`src/rtl/credit_pkg.sv`:
```
// Shared definitions for the credit-based flit link.
package credit_pkg;

    // Receiver phase: opening grant, then normal credit return.
    typedef enum logic {
        RX_GRANT = 1'b0,
        RX_RUN   = 1'b1
    } rx_phase_e;

    // Bits needed to hold values 0..max_val.
    function automatic int count_width(input int max_val);
        return (max_val < 1) ? 1 : $clog2(max_val + 1);
    endfunction

endpackage

```
`src/rtl/link_pipe.sv`:
```
// Fixed-delay register pipe for a valid/data pair. It has no backpressure,
// so the consumer at the far end must always be able to take what arrives.
// LAT = 0 gives a plain wire.
module link_pipe #(
    parameter int W   = 8,
    parameter int LAT = 1
) (
    input  logic         clk,
    input  logic         rst_n,
    input  logic         in_valid,
    input  logic [W-1:0] in_data,
    output logic         out_valid,
    output logic [W-1:0] out_data
);
    generate
        if (LAT == 0) begin : g_wire
            assign out_valid = in_valid;
            assign out_data  = in_data;
        end else begin : g_regs
            logic [LAT-1:0] vld;
            logic [W-1:0]   dat [LAT];

            // Shift the valid bits; these are the only stage state that is reset.
            always_ff @(posedge clk) begin
                if (!rst_n) begin
                    vld <= '0;
                end else begin
                    vld[0] <= in_valid;
                    for (int i = 1; i < LAT; i++) vld[i] <= vld[i-1];
                end
            end

            // Shift the payload alongside its valid bit.
            always_ff @(posedge clk) begin
                dat[0] <= in_data;
                for (int i = 1; i < LAT; i++) dat[i] <= dat[i-1];
            end

            assign out_valid = vld[LAT-1];
            assign out_data  = dat[LAT-1];
        end
    endgenerate
endmodule

```
`src/rtl/credit_tx.sv`:
```
// Sending side. It holds a credit count, accepts a producer flit only when
// the count is non-zero, and adds in returned credits. A return and a send on
// the same edge are both applied. It assumes the returned credits never
// push the count above DEPTH.
module credit_tx #(
    parameter int DATA_W = 16,
    parameter int DEPTH  = 8,
    localparam int CW    = credit_pkg::count_width(DEPTH)
) (
    input  logic              clk,
    input  logic              rst_n,
    input  logic              in_valid,
    output logic              in_ready,
    input  logic [DATA_W-1:0] in_data,
    output logic              fwd_valid,
    output logic [DATA_W-1:0] fwd_data,
    input  logic              ret_valid,
    input  logic [CW-1:0]     ret_cnt,
    output logic [CW-1:0]     credits
);
    logic [CW-1:0] cnt;
    logic          send;

    assign in_ready  = (cnt != '0);
    assign send      = in_valid && in_ready;
    assign fwd_valid = send;
    assign fwd_data  = in_data;
    assign credits   = cnt;

    // Count update: add returned credits, subtract one for an accepted flit.
    always_ff @(posedge clk) begin
        if (!rst_n) cnt <= '0;
        else        cnt <= cnt + (ret_valid ? ret_cnt : '0) - CW'(send);
    end
endmodule

```
`src/rtl/rx_fifo.sv`:
```
// Receive buffer: a circular FIFO of DEPTH slots that shows its head word.
// A write while full is dropped, and the credit scheme exists to make that
// case unreachable. A read while empty is ignored.
module rx_fifo #(
    parameter int W     = 16,
    parameter int DEPTH = 8,
    localparam int AW   = (DEPTH > 1) ? $clog2(DEPTH) : 1,
    localparam int CW   = credit_pkg::count_width(DEPTH)
) (
    input  logic          clk,
    input  logic          rst_n,
    input  logic          wr,
    input  logic [W-1:0]  wdata,
    input  logic          rd,
    output logic [W-1:0]  rdata,
    output logic          empty,
    output logic          full,
    output logic [CW-1:0] fill
);
    logic [W-1:0]  mem [DEPTH];
    logic [AW-1:0] wptr, rptr;
    logic          wr_ok, rd_ok;

    assign empty = (fill == '0);
    assign full  = (fill == CW'(DEPTH));
    assign wr_ok = wr && !full;
    assign rd_ok = rd && !empty;
    assign rdata = mem[rptr];

    // Pointer and occupancy bookkeeping, with wrap for any DEPTH.
    always_ff @(posedge clk) begin
        if (!rst_n) begin
            wptr <= '0;
            rptr <= '0;
            fill <= '0;
        end else begin
            if (wr_ok) wptr <= (wptr == AW'(DEPTH-1)) ? '0 : wptr + 1'b1;
            if (rd_ok) rptr <= (rptr == AW'(DEPTH-1)) ? '0 : rptr + 1'b1;
            fill <= fill + CW'(wr_ok) - CW'(rd_ok);
        end
    end

    // Slot storage; not reset.
    always_ff @(posedge clk) begin
        if (wr_ok) mem[wptr] <= wdata;
    end
endmodule

```
`src/rtl/credit_rx.sv`:
```
// Receiving side. It buffers arriving flits, serves the consumer, and returns
// freed slots as counted credit messages. The first message after reset
// grants DEPTH credits. After that a message goes out when the pending count
// reaches BUNDLE, or when credits have been pending for TIMEOUT cycles. It
// assumes 1 <= BUNDLE <= DEPTH and TIMEOUT >= 1.
module credit_rx #(
    parameter int DATA_W  = 16,
    parameter int DEPTH   = 8,
    parameter int BUNDLE  = 4,
    parameter int TIMEOUT = 8,
    localparam int CW     = credit_pkg::count_width(DEPTH),
    localparam int AGW    = credit_pkg::count_width(TIMEOUT)
) (
    input  logic              clk,
    input  logic              rst_n,
    input  logic              fwd_valid,
    input  logic [DATA_W-1:0] fwd_data,
    output logic              out_valid,
    input  logic              out_ready,
    output logic [DATA_W-1:0] out_data,
    output logic              ret_valid,
    output logic [CW-1:0]     ret_cnt,
    output logic              granting,
    output logic [CW-1:0]     fill,
    output logic              buf_full
);
    import credit_pkg::*;

    rx_phase_e      phase;
    logic           empty, pop, due;
    logic [CW-1:0]  pend, pend_sum;
    logic [AGW-1:0] age;

    rx_fifo #(.W(DATA_W), .DEPTH(DEPTH)) u_buf (
        .clk   (clk),
        .rst_n (rst_n),
        .wr    (fwd_valid),
        .wdata (fwd_data),
        .rd    (pop),
        .rdata (out_data),
        .empty (empty),
        .full  (buf_full),
        .fill  (fill)
    );

    assign out_valid = !empty;
    assign pop       = out_valid && out_ready;
    assign granting  = (phase == RX_GRANT);

    // Decide whether pending credits go out on this edge.
    always_comb begin
        pend_sum = pend + CW'(pop);
        due      = (pend_sum >= CW'(BUNDLE)) ||
                   ((pend != '0) && (age == AGW'(TIMEOUT-1)));
    end

    // Credit message register, pending count and wait timer.
    always_ff @(posedge clk) begin
        if (!rst_n) begin
            phase     <= RX_GRANT;
            ret_valid <= 1'b0;
            ret_cnt   <= '0;
            pend      <= '0;
            age       <= '0;
        end else if (phase == RX_GRANT) begin
            phase     <= RX_RUN;
            ret_valid <= 1'b1;
            ret_cnt   <= CW'(DEPTH);
            pend      <= pend_sum;
            age       <= '0;
        end else if (due) begin
            ret_valid <= 1'b1;
            ret_cnt   <= pend_sum;
            pend      <= '0;
            age       <= '0;
        end else begin
            ret_valid <= 1'b0;
            pend      <= pend_sum;
            age       <= (pend == '0) ? '0 : age + 1'b1;
        end
    end
endmodule

```
`src/rtl/credit_link.sv`:
```
// Top of the credit-based flit link. It wires the sender to a forward delay
// pipe, the pipe to the receiver, and the receiver's credit messages back
// through a return delay pipe. Both delays are parameters, and the buffer
// depth alone bounds what can be in flight.
module credit_link #(
    parameter int DATA_W  = 16,
    parameter int DEPTH   = 8,
    parameter int BUNDLE  = 4,
    parameter int TIMEOUT = 8,
    parameter int FWD_LAT = 2,
    parameter int CRD_LAT = 2
) (
    input  logic              clk,
    input  logic              rst_n,
    input  logic              in_valid,
    output logic              in_ready,
    input  logic [DATA_W-1:0] in_data,
    output logic              out_valid,
    input  logic              out_ready,
    output logic [DATA_W-1:0] out_data
);
    localparam int CW = credit_pkg::count_width(DEPTH);

    logic              tx_valid, rx_in_valid, rx_ret_valid, tx_ret_valid;
    logic [DATA_W-1:0] tx_data, rx_in_data;
    logic [CW-1:0]     rx_ret_cnt, tx_ret_cnt, tx_credits, rx_fill;
    logic              rx_granting, rx_full;

    credit_tx #(.DATA_W(DATA_W), .DEPTH(DEPTH)) u_tx (
        .clk       (clk),
        .rst_n     (rst_n),
        .in_valid  (in_valid),
        .in_ready  (in_ready),
        .in_data   (in_data),
        .fwd_valid (tx_valid),
        .fwd_data  (tx_data),
        .ret_valid (tx_ret_valid),
        .ret_cnt   (tx_ret_cnt),
        .credits   (tx_credits)
    );

    link_pipe #(.W(DATA_W), .LAT(FWD_LAT)) u_fwd (
        .clk       (clk),
        .rst_n     (rst_n),
        .in_valid  (tx_valid),
        .in_data   (tx_data),
        .out_valid (rx_in_valid),
        .out_data  (rx_in_data)
    );

    credit_rx #(.DATA_W(DATA_W), .DEPTH(DEPTH), .BUNDLE(BUNDLE),
                .TIMEOUT(TIMEOUT)) u_rx (
        .clk       (clk),
        .rst_n     (rst_n),
        .fwd_valid (rx_in_valid),
        .fwd_data  (rx_in_data),
        .out_valid (out_valid),
        .out_ready (out_ready),
        .out_data  (out_data),
        .ret_valid (rx_ret_valid),
        .ret_cnt   (rx_ret_cnt),
        .granting  (rx_granting),
        .fill      (rx_fill),
        .buf_full  (rx_full)
    );

    link_pipe #(.W(CW), .LAT(CRD_LAT)) u_crd (
        .clk       (clk),
        .rst_n     (rst_n),
        .in_valid  (rx_ret_valid),
        .in_data   (rx_ret_cnt),
        .out_valid (tx_ret_valid),
        .out_data  (tx_ret_cnt)
    );
endmodule

```
`config.mk`:
```
export PLATFORM = sky130hd
export DESIGN_NAME = credit_link
export DESIGN_NICKNAME = d
export VERILOG_FILES = /design/src/rtl/credit_pkg.sv /design/src/rtl/link_pipe.sv /design/src/rtl/credit_tx.sv /design/src/rtl/rx_fifo.sv /design/src/rtl/credit_rx.sv /design/src/rtl/credit_link.sv
export SDC_FILE = /design/constraint.sdc
export NUM_CORES = 1
export LEC_CHECK = 0
export BUFFER_PORTS_ARGS = -buffer_cell sky130_fd_sc_hd__buf_2
export CELL_PAD_IN_SITES_DETAIL_PLACEMENT = 1
export CELL_PAD_IN_SITES_GLOBAL_PLACEMENT = 2
export CORE_MARGIN = 4
export CORE_UTILIZATION = 50
export CTS_BUF_LIST = sky130_fd_sc_hd__clkbuf_4 sky130_fd_sc_hd__clkbuf_8 sky130_fd_sc_hd__clkbuf_16
export DETAILED_ROUTE_END_ITERATION = 12
export PLACE_DENSITY = 0.89
export SLEW_MARGIN = 20
export SYNTH_ARGS = -nofsm -noshare
export SYNTH_HDL_FRONTEND = slang
export SYNTH_SLANG_ARGS = --single-unit
```
`constraint.sdc`:
```
create_clock -name clk -period 8.2 [get_ports clk]
set_input_delay 1.23 -clock clk [delete_from_list [all_inputs] [get_ports clk]]
set_output_delay 1.23 -clock clk [all_outputs]
set_load 0.005 [all_outputs]
```
==> results.md <==
* Most frequent cells in the layout: 128 x edfxtp_1, 75 x dfxtp_1, 37 x buf_2
* Worst path slowest cell: dfxtp_1
* Startpoint Class: flip-flop
* Die height at 129 µm
* GRT overflow at 0
* First-pass GRT wire length at 22100 µm
* Final nets at 496
* Slew Viols, Final at 0
* Peak supply drop at 0.191 mV
* Most common cell after layout, fill and taps aside: edfxtp_1
* Worst EP arrival at 2.41 ns
* R2R Path Start: u_rx.u_buf.fill[2]
* Chip width at 129 µm
* Post-Synthesis Cell Area at 7330 µm²
* Post-synth top flop: edfxtp_1
* CP max FO at 17
* Hold WC Path Type: reg2reg
* Design area at 8520 µm²
* Crit path largest cell delay at 0.82 ns
* Largest net degree at the start of global routing at 33
* Max-cap violations at 0
* Core Region at 14100 µm²
* Synth async-reset ratio at 0
* Worst hold stages at 0
* Status: complete, no violations
* Hold Vio Cnt, Final at 0
* TritonCTS buffer count at 21
* ANT cells at 0
* RSZ-0062 raised after global routing: no
* Clk root buf: clkbuf_16
* Post-synth net total at 440
* Rows at 43
* Wire per inst at 21.6 µm
* Crit path time final at 3.64 ns
* Post-cts resize count at 0
* Setup crit end kind: primary output
* Worst hold start: u_fwd.g_regs.dat[0][1]
* R2R Setup Slk at 5.39 ns
* Reg2reg end: u_rx.age[3]
* Syn-to-layout area delta at 16.2%
* H-Tree Depth at 1
* Post-CTS setup buffers at 0
* Tot GR Track Use at 0.177
* Yosys warning total at 0
* Synth cell types at 35
* Post-place instance area at 7760 µm²
* CTS Hold Buffers Added at 0
* Wirelength, routed at 14000 µm
* Crit path required time at 6.97 ns
* Residual DRC count at 0
* Drt pass-1 iters at 4
* Fin Setup TNS at 0 ns
* Post-synth EDFFs at 128
* CP Class: reg2out
* DP HPWL at 8570 µm
* Routability cong. at 0.757
* # clock sinks at 203
* Syn avg cell area at 18.4 µm²
* Fin crit share at 0.444
* I/O pin count at 38
* Initial antenna violation count at 0
* Worst-margin pin slew at 1.09 ns
* CTS tree: done
* Clk_lat worst skew at 0.49 ns
* Vias per cell at 5.42
* Slew HR at 0.272
* Worst Skew at 0.00920 ns
* Synthesis-stage register bit count at 203
* CTS Buffer Depth at 3
* Register area at 5350 µm²
* Max Fclk at 275 MHz
* Areal power density over the cells at 297 nW/µm²
* Post-synthesis cell count at 399
* Clock-pin slew on the worst setup and hold paths at 0.06 ns
* Via count at 3524
* Vias in the first global route at 3993
* Worst reg-to-reg path cell count at 11
* Number of port buffers at 37
* CP cell instances: buf_4, mux4_2, mux2_2, buf_2
* # setup viols final at 0
* Share of cells above drive strength 1 at 0.232
* Sequential area share after synthesis at 0.729
* Post-DRT Antenna Nets at 0
* Die footprint at 16700 µm²
* Filler cells at 1246
* Drt initial violations at 185
* Area of the multi-input gates at 1900 µm²
* Min-Delay Endpoint: u_fwd.g_regs.dat[0][17]
* Starting Density at 0.520
* Leak Pwr at 3.08 nW
==> area by class of cell <==
class | instances | share of cell area
Timing Repair Buffer | 44 | 0.0288
Clock inverter | 6 | 0.00764
Sequential cell | 203 | 0.628
Inverter | 20 | 0.00881
Clock buffer | 32 | 0.0779
Multi-Input combinational cell | 165 | 0.223
Tap cell | 180 | 0.0264
==> logic make-up after synthesis <==
group / Yosys count / synth area share
adders and majority gates: 21 / 0.0379
AOI/OAI and AO/OA: 21 / 0.0183
and+or+nand+nor: 62 / 0.0415
muxes: 50 / 0.140
xor gates and xnor gates: 11 / 0.0131
DFF: 203 / 0.729
buffers and inverters: 31 / 0.0201
==> cells in the mapped netlist (2+ instances only) <==
library cell / number / share of area
and2_1: 8 / 0.0068
dfxtp_1: 75 / 0.20
ha_1: 19 / 0.032
or3_1: 3 / 0.0026
nor3_1: 4 / 0.0027
nand2_1: 14 / 0.0072
xor2_1: 4 / 0.0048
a21o_1: 2 / 0.0020
mux4_1: 28 / 0.10
o21ai_0: 3 / 0.0020
inv_1: 20 / 0.010
fa_1: 2 / 0.0055
nor4_1: 2 / 0.0017
buf_1: 4 / 0.0020
buf_6: 4 / 0.0061
mux2_2: 16 / 0.025
edfxtp_1: 128 / 0.52
a21oi_1: 8 / 0.0055
nor2_1: 17 / 0.0087
nand3b_1: 2 / 0.0020
nand3_1: 6 / 0.0041
clkbuf_1: 2 / 0.0010
mux2i_1: 2 / 0.0027
nand2b_1: 3 / 0.0026
mux4_2: 4 / 0.012
xnor2_1: 7 / 0.0084
a21boi_0: 3 / 0.0031
a31oi_1: 2 / 0.0017
==> worst max-delay path: cells and delay by family (launching register included) <==
kind / cells / cell delay (ns)
flops: 1 / 0.82
mux: 2 / 0.61
buf+inv: 2 / 0.49
==> power by group <==
group	internal [mW]	switching (mW)	leakage, nW
logic	0.205	0.187	0.942
registers	1.14	0.0459	1.77
clock network	0.592	0.364	0.363
==> flip-flops by register name (all words and copies together) (netlist names), 2 cells and up, named ones only <==
name,cells
u_rx.ret_cnt,4
u_rx.u_buf.rptr,3
u_rx.u_buf.wptr,3
u_rx.u_buf.mem,128
u_rx.pend,4
u_crd.g_regs.dat,8
u_crd.g_regs.vld,2
u_rx.age,4
u_fwd.g_regs.vld,2
u_fwd.g_regs.dat,32
u_rx.u_buf.fill,4
u_tx.credits,4
==> worst max-delay path by stage <==
stage | to | slack [ns] | depth (start not counted)
after floorplan | u_rx.u_buf.mem[0][0] | 5.44 | 5
after global placement | out_data[15] | 5.09 | 4
after detailed placement | out_data[11] | 5.04 | 4
after CTS | out_data[11] | 4.52 | 4
after global routing | out_data[11] | 4.42 | 4
final | out_data[15] | 4.56 | 4
==> stage by stage <==
step	total power, mW	util	hold WS [ns]	setup slack [ns]	cells
4_1_cts	2.57	0.603	0.327	4.52	649
3_3_place_gp	1.57	0.551	0.311	5.09	611
2_1_floorplan	1.48	-	0.310	5.44	399
5_1_grt	2.67	0.604	0.334	4.42	650
3_5_place_dp	1.60	0.551	0.313	5.04	611
6_report	2.53	0.604	0.326	4.56	650
==> metal layers <==
metal / global-route usage / wire length [µm] / part of all wire
met5: 0 / 0 / 0
met2: 0.320 / 7590 / 0.54
met3: 0.0326 / 631 / 0.045
met4: 0.0426 / 244 / 0.017
met1: 0.223 / 5570 / 0.40
No activity file was read; power rests on OpenSTA's default activity.
